`src/rtl/ackw_pkg.sv`:
```
package ackw_pkg;
  localparam int LIM_W = 15;

  typedef enum logic [2:0] {
    ST_IDLE,
    ST_WAIT_HDR,
    ST_WAIT_DEC,
    ST_PASS,
    ST_FAIL
  } ackw_state_e;

  // register word layout: decoded by software-visible config
  typedef struct packed {
    logic             need_fcs;
    logic [LIM_W-1:0] hdr_lim;
    logic             pad;
    logic [LIM_W-1:0] dec_lim;
  } ackw_cfg_t;

  localparam logic [31:0] ACKW_CFG_RESET = {1'b1, 15'(55*10+15), 1'b0, 15'd10};
endpackage

```
`src/rtl/ackw_prescale.sv`:
```
module ackw_prescale #(
  parameter int DIV = 10
) (
  input  logic clk_i,
  input  logic rst_ni,
  input  logic clr_i,
  input  logic en_i,
  output logic tick_o
);
  localparam int CW = (DIV > 1) ? $clog2(DIV) : 1;
  localparam logic [CW-1:0] LAST = CW'(DIV - 1);

  logic [CW-1:0] cnt_q;

  assign tick_o = en_i && !clr_i && (cnt_q == LAST);

  always_ff @(posedge clk_i or negedge rst_ni) begin
    if (!rst_ni)                     cnt_q <= '0;
    else if (clr_i || !en_i || tick_o) cnt_q <= '0;
    else                             cnt_q <= cnt_q + 1'b1;
  end


  pre_range_chk: assert property (@(posedge clk_i) disable iff (!rst_ni)
    cnt_q <= LAST);
endmodule

```
`src/rtl/ackw_unit_cnt.sv`:
```
module ackw_unit_cnt #(
  parameter int W = 15
) (
  input  logic         clk_i,
  input  logic         rst_ni,
  input  logic         clr_i,
  input  logic         inc_i,
  input  logic [W-1:0] lim_i,
  output logic         hit_o
);
  logic [W-1:0] cnt_q;

  assign hit_o = (cnt_q == lim_i);

  always_ff @(posedge clk_i or negedge rst_ni) begin
    if (!rst_ni)                         cnt_q <= '0;
    else if (clr_i)                      cnt_q <= '0;
    else if (inc_i && (cnt_q != '1))     cnt_q <= cnt_q + 1'b1;
  end
endmodule

```
`src/rtl/ack_wait_mon.sv`:
```
module ack_wait_mon
  import ackw_pkg::*;
#(
  parameter int TICKS_PER_UNIT = 10
) (
  input  logic        clk_i,
  input  logic        rst_ni,
  input  logic        wait_start_i,
  input  logic        band_5g_i,
  input  logic [31:0] cfg_2g4_i,
  input  logic [31:0] cfg_5g_i,
  input  logic        hdr_det_i,
  input  logic        dec_done_i,
  input  logic        fcs_ok_i,
  output logic        busy_o,
  output logic        pass_o,
  output logic        fail_o
);
  ackw_state_e state_q, state_d;
  ackw_cfg_t   cfg_sel;
  logic             need_fcs_q;
  logic [LIM_W-1:0] hdr_lim_q, dec_lim_q, lim;
  logic             clr, tick, hit, unused_pad;

  assign cfg_sel    = ackw_cfg_t'(band_5g_i ? cfg_5g_i : cfg_2g4_i);
  assign unused_pad = cfg_sel.pad;

  // band and limits captured with the request
  always_ff @(posedge clk_i or negedge rst_ni) begin
    if (!rst_ni) begin
      need_fcs_q <= 1'b0;
      hdr_lim_q  <= '0;
      dec_lim_q  <= '0;
    end else if (wait_start_i) begin
      need_fcs_q <= cfg_sel.need_fcs;
      hdr_lim_q  <= cfg_sel.hdr_lim;
      dec_lim_q  <= cfg_sel.dec_lim;
    end
  end

  assign busy_o = (state_q == ST_WAIT_HDR) || (state_q == ST_WAIT_DEC);
  assign pass_o = (state_q == ST_PASS);
  assign fail_o = (state_q == ST_FAIL);
  assign clr    = wait_start_i || ((state_q == ST_WAIT_HDR) && hdr_det_i);
  assign lim    = (state_q == ST_WAIT_HDR) ? hdr_lim_q : dec_lim_q;

  ackw_prescale #(.DIV(TICKS_PER_UNIT)) u_pre (
    .clk_i  (clk_i),
    .rst_ni (rst_ni),
    .clr_i  (clr),
    .en_i   (busy_o),
    .tick_o (tick)
  );

  ackw_unit_cnt #(.W(LIM_W)) u_cnt (
    .clk_i  (clk_i),
    .rst_ni (rst_ni),
    .clr_i  (clr),
    .inc_i  (tick),
    .lim_i  (lim),
    .hit_o  (hit)
  );

  always_comb begin
    state_d = state_q;
    if (wait_start_i) state_d = ST_WAIT_HDR;
    else begin
      unique case (state_q)
        ST_WAIT_HDR: begin
          if (hdr_det_i) state_d = ST_WAIT_DEC;  // event beats timeout
          else if (hit)  state_d = ST_FAIL;
        end
        ST_WAIT_DEC: begin
          if (dec_done_i) state_d = (need_fcs_q && !fcs_ok_i) ? ST_FAIL : ST_PASS;
          else if (hit)   state_d = ST_FAIL;
        end
        ST_PASS, ST_FAIL: state_d = ST_IDLE;
        default:          state_d = ST_IDLE;
      endcase
    end
  end

  always_ff @(posedge clk_i or negedge rst_ni) begin
    if (!rst_ni) state_q <= ST_IDLE;
    else         state_q <= state_d;
  end


  res_excl_chk: assert property (@(posedge clk_i) disable iff (!rst_ni)
    !(pass_o && fail_o));

  res_pulse_chk: assert property (@(posedge clk_i) disable iff (!rst_ni)
    (pass_o || fail_o) |=> !(pass_o || fail_o));

  start_busy_chk: assert property (@(posedge clk_i) disable iff (!rst_ni)
    wait_start_i |=> busy_o);

  hdr_timeout_chk: assert property (@(posedge clk_i) disable iff (!rst_ni)
    (state_q == ST_WAIT_HDR && hit && !hdr_det_i && !wait_start_i) |=> fail_o);

  fcs_reject_chk: assert property (@(posedge clk_i) disable iff (!rst_ni)
    (state_q == ST_WAIT_DEC && dec_done_i && need_fcs_q && !fcs_ok_i && !wait_start_i)
      |=> fail_o);
endmodule

```
`config.mk`:
```
export PLATFORM = sky130hd
export DESIGN_NAME = ack_wait_mon
export DESIGN_NICKNAME = d
export VERILOG_FILES = /design/src/rtl/ackw_pkg.sv /design/src/rtl/ackw_prescale.sv /design/src/rtl/ackw_unit_cnt.sv /design/src/rtl/ack_wait_mon.sv
export SDC_FILE = /design/constraint.sdc
export NUM_CORES = 1
export LEC_CHECK = 0
export ABC_AREA = 1
export BUFFER_PORTS_ARGS = -buffer_cell sky130_fd_sc_hd__buf_2
export CAP_MARGIN = 20
export CORE_ASPECT_RATIO = 0.75
export CORE_MARGIN = 5
export CORE_UTILIZATION = 25
export CTS_CLUSTER_DIAMETER = 30
export DETAILED_ROUTE_END_ITERATION = 8
export PLACE_DENSITY = 0.53
export SYNTH_ARGS = -nofsm -noshare
export SYNTH_HDL_FRONTEND = slang
export SYNTH_SLANG_ARGS = --single-unit
```
`constraint.sdc`:
```
create_clock -name clk_i -period 2.2 [get_ports clk_i]
set_input_delay 0.11 -clock clk_i [delete_from_list [all_inputs] [get_ports clk_i]]
set_output_delay 0.11 -clock clk_i [all_outputs]
set_load 0.02 [all_outputs]
```
Word level (Yosys, flattened, before mapping)
Index checks and enable logic that the tools add are counted.
- multipliers: 0
- shift operators: 0
- equal/unequal tests: 7
- add/sub/neg operators: 2
- mux-type cells: 11
- order comparisons: 0
- reduce and logical (&&, ||, !) cells: 13
- bitwise gates (word level): 0
- div/mod/pow operators: 0
- operators by type and width (kind ; number):
    $mux 15 ; 3
    $mux 32 ; 1
    $add 15x1->15 const B ; 1
    $eq 15x15->1 ; 1
    $mux 3 ; 5
    $ne 15x15->1 const B ; 1
    $eq 3x2->1 const B ; 2
    $pmux 3 s2 ; 1
    $logic_and 1x1->1 ; 5
    $add 4x1->4 const B ; 1
    $eq 4x4->1 const B ; 1
    $logic_or 1x1->1 ; 4
    $mux 4 ; 1
    $eq 3x1->1 const B ; 1
    $eq 3x3->1 const B ; 1
    $logic_not 1->1 ; 3
    $reduce_bool 2->1 ; 1
- bits in latches: 0
- register bits after elaboration: 53
- memories: 0
- memory bits (read-only): 0
- input port bits: 71
- bits in writable memories: 0
- output and inout port bits: 3
- word-level logic and storage cells: 39

Longest topological paths before layout
Gate-level depths: netlist (run 1).
- depth in word-level cells: 9
- depth in mapped cells: 15
- mapped depth without buffers: 14

Cells and area by module
Synthesis (run 1) repeated with hierarchy kept, for this count alone.
- cells, all modules: 429
- area, all modules: 3223.1 µm²
- by module, submodules not included (module ; times used ; seq. area each (µm²) ; cells each ; area an instance (µm²)):
    ack_wait_mon ; 1 ; 850.8 ; 238 ; 1846.8
    ackw_unit_cnt ; 1 ; 375.4 ; 168 ; 1164.9
    ackw_prescale ; 1 ; 100.1 ; 23 ; 211.5

Least setup slack after synthesis (run 1)
Ideal clock, no wire load.
- kind: register to register
- start: register u_cnt.cnt_q[0]
- end: register u_cnt.cnt_q[4]
- path slack: 0.476 ns
- cell stages (with the launch flop): 11
- data arrival time: 1.606 ns
- buffers on the path: 1
- period minus slack after synthesis: 1.724 ns
- cells stage by stage: dfrtp_1 > ha_1 > nand3_1 > nor2_2 > nand3_1 > inv_1 > nand3_1 > o21ai_2 > buf_6 > a21oi_1 > o21a_1
- longest elaborated chain between the ends: 3
- RTL lines (item ; line ; source):
    from (decl) ; ackw_unit_cnt.sv:11 ; logic [W-1:0] cnt_q;
    from (signal assigned) ; ackw_unit_cnt.sv:18 ; else if (inc_i && (cnt_q != '1)) cnt_q <= cnt_q + 1'b1;
    $add 15x1->15 or $ne 15x15->1 (tied branches) ; ackw_unit_cnt.sv:18 ;
    $mux 15 or $logic_and 1x1->1 (tied branches) ; ackw_unit_cnt.sv:18 ;
    $mux 15 or $reduce_bool 2->1 (tied branches) ; n/a ;
Several ways; a longest one is shown, not always the timed one. The select of a mux whose other input is x is not followed.
A chain may end at the register's enable or synchronous reset.

Final worst setup path (run 1)
- start: register state_q[2]
- end: register state_q[1]
- longest elaborated chain between the ends: 7
- RTL lines (item ; line ; source):
    from (decl) ; ack_wait_mon.sv:19 ; ackw_state_e state_q, state_d;
    from (signal assigned) ; ack_wait_mon.sv:85 ; else state_q <= state_d;
    $eq 3x1->1 ; ack_wait_mon.sv:68 ; unique case (state_q)
    $mux 15 ; ack_wait_mon.sv:45 ; assign lim = (state_q == ST_WAIT_HDR) ? hdr_lim_q : dec_lim_q;
    $eq 15x15->1 ; ackw_unit_cnt.sv:13 ; assign hit_o = (cnt_q == lim_i);
    $mux 3 ; n/a ;
    $mux 3, on equally long branches ; n/a ;
    $pmux 3 s2 * ; ack_wait_mon.sv:68 ;
    $mux 3 * ; ack_wait_mon.sv:66 ; if (wait_start_i) state_d = ST_WAIT_HDR;
    via state_d[1] ; ack_wait_mon.sv:19 ;
The timed path passes the listed nets; every way through them passes the cells marked *.

==> flow_summary.yaml, run 1 <==
cts:
  cts_buffer_depth: 2
  path_clk_slew_ns: 0.07
  cts_root_buf: "clkbuf_16"
  insertion_delay_ns: 0.30
  numCtsBuffers: 5
  htreeDepth: 2
  tritoncts: "done"
  clock_sinks: 53
setup_path:
  critPathKind: "register to register"
  startpoint_type: "register"
  r2r_start: "state_q[2]"
  cp.arrival_ns: 2.14
  regToRegEndpoint: "state_q[1]"
  endpoint: "state_q[1]"
  critPathRequiredTime_ns: 2.36
  critPathMaxFanout: 22
  end_kind: "register"
  r2r_slack_ns: 0.23
  crit_path_start: "state_q[2]"
  rr_worst_depth: 15
timing:
  period_share: 0.897
  rsz0062_at_grt: "false"
  layout_min_cycle_time_ns: 1.97
  setup_tns_ns: 0
  clock.fmax_mhz: 506
  max_slew_margin: 0.541
  final-setup-viol-count: 0
  clock_skew_ns: 0.00552
  finalMaxSlewViolations: 0
  hold_viol: 0
  worst-slew-pin-transition_ns: 0.689
power:
  switching_power_uw: 698
  powerDensity_mw_per_mm2: 608
  power_frac_comb: 0.201
  p_seq_frac: 0.456
  irDropWorstVdd_v: 0.000291
  swShare: 0.298
  internal-power_uw: 1650
  power.share.clock: 0.343
  p_leak_uw: 0.00184
  finalPower_uw: 2340
synthesis:
  ys_seq_area_frac: 0.427
  synthesis.area_sq_mm: 0.00311
  synth-edff-count: 0
  ys_ff_latch: 53
  synth_cells: 437
  syn_area_per_cell_sq_um: 7.11
  ys.flop_type: "dfrtp_1"
  async_flop_share: 1.00
  synth_cell_types: 28
  yosys_warnings: 0
  synth.net_count: 511
grt:
  grt_max_degree: 61
  overflow: 0
  grt_pass1_wl_um: 14800
  grt_use_total: 0.123
  grt_pass1_vias: 2996
  antenna_found_initial: 0
die:
  rows: 35
  dieArea_sq_mm: 0.0148
  die_height_um: 107
  coreArea_sq_mm: 0.0122
  die_w_um: 139
  io-pin-count: 74
  start_util: 0.254
detailed_routing:
  drtIter0Drc: 166
  drc: 0
  num_vias: 3020
  wirelength_um: 8910
  wl_per_cell_um: 13.2
  drtAntennaViolNets: 0
  via_per_inst: 4.49
  dr.pass1.iters: 5
layout:
  final_core_util: 0.315
  multi_input_area_sq_mm: 0.00148
  ff_latch_area_sq_mm: 0.00133
  drive_gt1_frac: 0.203
  n_fill_cell: 1358
  area_delta_synth_final_pct: 24.1
  final_nets: 580
  diodes: 0
outcome:
  status: "completed"
place:
  port_buffers: 71
  gp_congestion: 0.816
  dp_hpwl_um: 6860
job:
  max_cap_violations: 0
min_path:
  holdPathStages: 3
  hold_class: "input pin to register"
  worstHoldStart: "cfg_5g_i[2]"
## cell usage after synthesis (2+ instances only)
| cell | number | share of area |
|---|---|---|
| nand4_1 | 3 | 0.0060 |
| o21ai_0 | 46 | 0.074 |
| clkbuf_1 | 13 | 0.016 |
| nor2_1 | 55 | 0.066 |
| nor3_1 | 6 | 0.0097 |
| ha_1 | 3 | 0.012 |
| xor2_1 | 2 | 0.0056 |
| dfrtp_1 | 53 | 0.43 |
| inv_1 | 55 | 0.066 |
| o22ai_1 | 28 | 0.056 |
| o21ai_1 | 3 | 0.0048 |
| buf_6 | 2 | 0.0073 |
| buf_2 | 6 | 0.0097 |
| nand2_1 | 85 | 0.10 |
| nand3_1 | 53 | 0.085 |
| a21oi_1 | 12 | 0.019 |
## stage by stage
| stage | std cells | setup slack [ns] | cell area [sq um] | hold slack, ns |
|---|---|---|---|---|
| floorplan | 437 | 0.476 | 3110 | -0.186 |
| global placement | 663 | 0.186 | 3670 | 0.281 |
| detailed placement | 663 | 0.148 | 3670 | 0.287 |
| CTS | 672 | 0.143 | 3820 | 0.0716 |
| global route | 673 | 0.0149 | 3850 | 0.0785 |
| finish | 673 | 0.226 | 3850 | 0.0695 |
## layout by cell type, fill, tap and decap left out, drive strengths merged
cell type,netlist,final
buf,9,83
a21oi,12,12
nand3b,1,1
dlygate4sd3,0,1
inv,56,56
nor3b,1,1
nand3,53,53
o21ai,50,50
nor2,57,57
o21a,1,1
dfrtp,53,53
ha,3,3
nand2,86,86
nor3,7,7
clkbuf,13,6
nand4,3,3
o22ai,28,28
xnor2,1,1
xor2,2,2
clkinvlp,0,2
a31oi,1,1
## cells by family (layout without fill, tap and decap cells)
family          after synthesis  after routing  synth area share
compound gates               92             92             0.162
xor+xnor                      3              3           0.00846
fa+ha+maj                     3              3            0.0121
buf+inv                      78            148             0.103
flops                        53             53             0.427
simple gates                208            208             0.288
## critical path, stage by stage, from the launching register on
cell and delay (ns):
dfrtp_1 0.46, nor2_4 0.19, nand2_2 0.09, buf_12 0.17
nand2_1 0.08, nand2_1 0.05, nand2_1 0.05, nand2_1 0.05
nor2_1 0.11, nand2_1 0.07, nor2_1 0.08, nand2_1 0.15
nand2_1 0.10, nand2_1 0.05, nand2_1 0.06, a21oi_1 0.06
## how the worst min path moves through the flow
stage	endpoint	slack, ns
detailed placement	state_q[2]	0.29
floorplan	dec_lim_q[0]	-0.19
global route	hdr_lim_q[12]	0.08
global placement	need_fcs_q	0.28
CTS	dec_lim_q[2]	0.07
finish	dec_lim_q[2]	0.07
## power groups by stage
stage / Clock [uW] / Combinational [uW] / Sequential (uW)
after floorplan: 0 / 298 / 1080
after global placement: 0 / 470 / 1090
after detailed placement: 0 / 474 / 1090
after CTS: 813 / 476 / 1070
after global routing: 849 / 539 / 1080
final: 803 / 470 / 1070
## repair_timing
item / CTS / global route
resized for setup: 0 / 8
endpoints found under the setup margin: 0 / 12
hold buffers: 1 / 0
setup buffers: 0 / 1
endpoints found under the hold margin: 53 / 0
## routing by layer
layer  track usage  share of wire  vias to the layer above
li1              -              -                     1571
met3        0.0306          0.060                        9
met1         0.191           0.56                     1341
met4        0.0286          0.010                        0
met2         0.168           0.37                       99
met5             0              0                        -
## registers in the layout, indices dropped and copies added (netlist names)
name         cells
dec_lim_q       15
hdr_lim_q       15
u_cnt.cnt_q     15
u_pre.cnt_q      4
state_q          3
need_fcs_q       1
## layout make-up
type	count	share of cell area
Multi-Input combinational cell	306	0.385
Tap cell	166	0.0539
Timing Repair Buffer	84	0.125
Sequential cell	53	0.345
Clock buffer	6	0.0335
Clock inverter	2	0.00390
Inverter	56	0.0546
(Power assumes the default switching activity.)
==> run 2: changes to the inputs <==
--- a/config.mk
+++ b/config.mk
@@ -8,12 +8,11 @@
 export ABC_AREA = 1
 export BUFFER_PORTS_ARGS = -buffer_cell sky130_fd_sc_hd__buf_2
 export CAP_MARGIN = 20
-export CORE_ASPECT_RATIO = 0.75
 export CORE_MARGIN = 5
-export CORE_UTILIZATION = 25
+export CORE_UTILIZATION = 30
 export CTS_CLUSTER_DIAMETER = 30
 export DETAILED_ROUTE_END_ITERATION = 8
-export PLACE_DENSITY = 0.53
+export PLACE_DENSITY = 0.6
 export SYNTH_ARGS = -nofsm -noshare
 export SYNTH_HDL_FRONTEND = slang
 export SYNTH_SLANG_ARGS = --single-unit
==> run 2 against run 1 <==
Against the previous run: worst hold slack lost 0.011 ns; utilization grew 4.9 points; final cell count shrank 4.9%; register-to-register slack lost 0.03 ns.
==> flow_summary.yaml, run 2 (synthesis results as in run 1) <==
place:
  dpl_worst_slack_ns: 0.195
  gp_congestion: 0.864
  port_buffers: 71
  dp_hpwl_um: 6170
power:
  powerDensity_mw_per_mm2: 573
  p_leak_uw: 0.00182
  irDropWorstVdd_v: 0.000209
layout:
  area_delta_synth_final_pct: 20.0
  final_cell_mix: "nand2_1 (85), buf_2 (71), inv_1 (55)"
  diodes: 0
  top_regs: "dec_lim_q (15), hdr_lim_q (15), u_cnt.cnt_q (15)"
  drive_gt1_frac: 0.190
  layout_commonest_cell: "nand2_1"
  final_nets: 577
setup_path:
  slowest_delay_ns: 0.42
  cp.arrival_ns: 2.20
  critPathRequiredTime_ns: 2.40
  rr_worst_depth: 11
  end_kind: "register"
  startpoint_type: "register"
  crit_buf_inv: 2
  crit_path_frequent_cell: "nand3_1"
  crit_chain: "ha_1, nand3_1, nor2_2, nand3_1, inv_1, nand3_1, o21ai_4, buf_4, nor3_1, o21ai_0, a21oi_1"
  cp.depth: 11
  crit_family: "simple AND/OR/NAND/NOR gates"
  crit_slowest_cell: "dfrtp_1"
  critPathKind: "register to register"
  critPathMaxFanout: 6
  r2r_slack_ns: 0.20
detailed_routing:
  wirelength_um: 7920
  wl_per_cell_um: 12.4
  drtAntennaViolNets: 0
  drtIter0Drc: 127
  num_vias: 2999
  dr.pass1.iters: 4
  drc: 0
  via_per_inst: 4.69
timing:
  final-setup-viol-count: 0
  fin_ws_ns: 0.199
  worst-slew-pin-transition_ns: 0.682
  layout_min_cycle_time_ns: 2.00
  clock_skew_ns: 0.00895
  clock.fmax_mhz: 500
  period_share: 0.909
  setup_tns_ns: 0
  finalMaxSlewViolations: 0
  hold_viol: 0
  hold_ws_ns: 0.0587
  rsz0062_at_grt: "false"
  max_slew_margin: 0.545
die:
  coreArea_sq_mm: 0.0102
  io-pin-count: 74
  dieArea_sq_mm: 0.0125
  die_height_um: 112
  rows: 37
  start_util: 0.304
  die_w_um: 112
cts:
  path_clk_slew_ns: 0.10
  tritoncts: "done"
  cts_buffer_depth: 2
  htreeDepth: 2
  cts_root_buf: "clkbuf_8"
  insertion_delay_ns: 0.31
  clock_sinks: 53
  numCtsBuffers: 5
grt:
  grt_use_total: 0.131
  overflow: 0
  grt_max_degree: 61
  grt_pass1_vias: 3020
  grt_pass1_wl_um: 13800
  antenna_found_initial: 0
job:
  max_cap_violations: 0
outcome:
  status: "completed"
min_path:
  hold_class: "input pin to register"
  holdPathStages: 3
[run 2: changes by cell type in the layout (fill, tap and decap cells not counted), moves of 2 or more]
cell,before,now
buf_4,10,7
clkbuf_16,5,0
clkbuf_8,0,7
clkinvlp_4,2,0
[run 2: final timing paths]
check	start	end
max reg2reg	u_cnt.cnt_q[0]	u_cnt.cnt_q[13]
min reg2reg	need_fcs_q	need_fcs_q
max in group asynchronous	rst_ni	u_cnt.cnt_q[0]
min in group asynchronous	rst_ni	state_q[2]
max	u_cnt.cnt_q[0]	u_cnt.cnt_q[13]
min	cfg_5g_i[2]	dec_lim_q[2]
[run 2: power by group]
part / switching (uW) / internal, uW / total (uW) / leakage [uW]
Combinational: 277 / 178 / 455 / 0.00109
Clock: 326 / 285 / 612 / 0.0000542
Sequential: 30.7 / 1040 / 1070 / 0.000674
Total: 634 / 1500 / 2140 / 0.00182
[run 2: layout make-up]
cell class | count | area, sq um
clock buffer | 7 | 96.3
clock inverter | 1 | 5.00
fill | 1086 | 6500
inverter | 56 | 210
multi-input combinational | 306 | 1470
sequential | 53 | 1330
tap | 136 | 170
timing repair buffer | 81 | 449
[run 2: stage by stage]
step	std cells	power (uW)	util	area (sq um)
2_1_floorplan	437	1380	-	3110
3_3_place_gp	631	1540	0.352	3600
3_5_place_dp	631	1550	0.352	3600
4_1_cts	640	2160	0.363	3710
5_1_grt	640	2270	0.364	3730
6_report	640	2140	0.364	3730
[run 2: layer usage]
| metal | track usage | part of all wire | vias up |
|---|---|---|---|
| met5 | 0 | 0 | - |
| met4 | 0.0454 | 0.021 | 0 |
| met3 | 0.0239 | 0.055 | 12 |
| met2 | 0.209 | 0.44 | 76 |
| met1 | 0.179 | 0.48 | 1351 |
| li1 | - | - | 1560 |
[run 2: timing repair]
action,4_1_cts,5_1_grt
buffers inserted,0,0
hold buffers,1,0
gates resized for setup,0,3
setup endpoints to repair,0,6
hold endpoints to repair,53,0
[run 2: worst reg2reg max path, delay by kind of cell, from the launching register on]
family                   cells  cell delay, ns
AND/OR/NAND/NOR              5            0.54
AO/OA/AOI/OAI                3            0.45
flip-flops                   1            0.42
buffers and inverters        2            0.28
adder cells (fa/ha/maj)      1            0.19
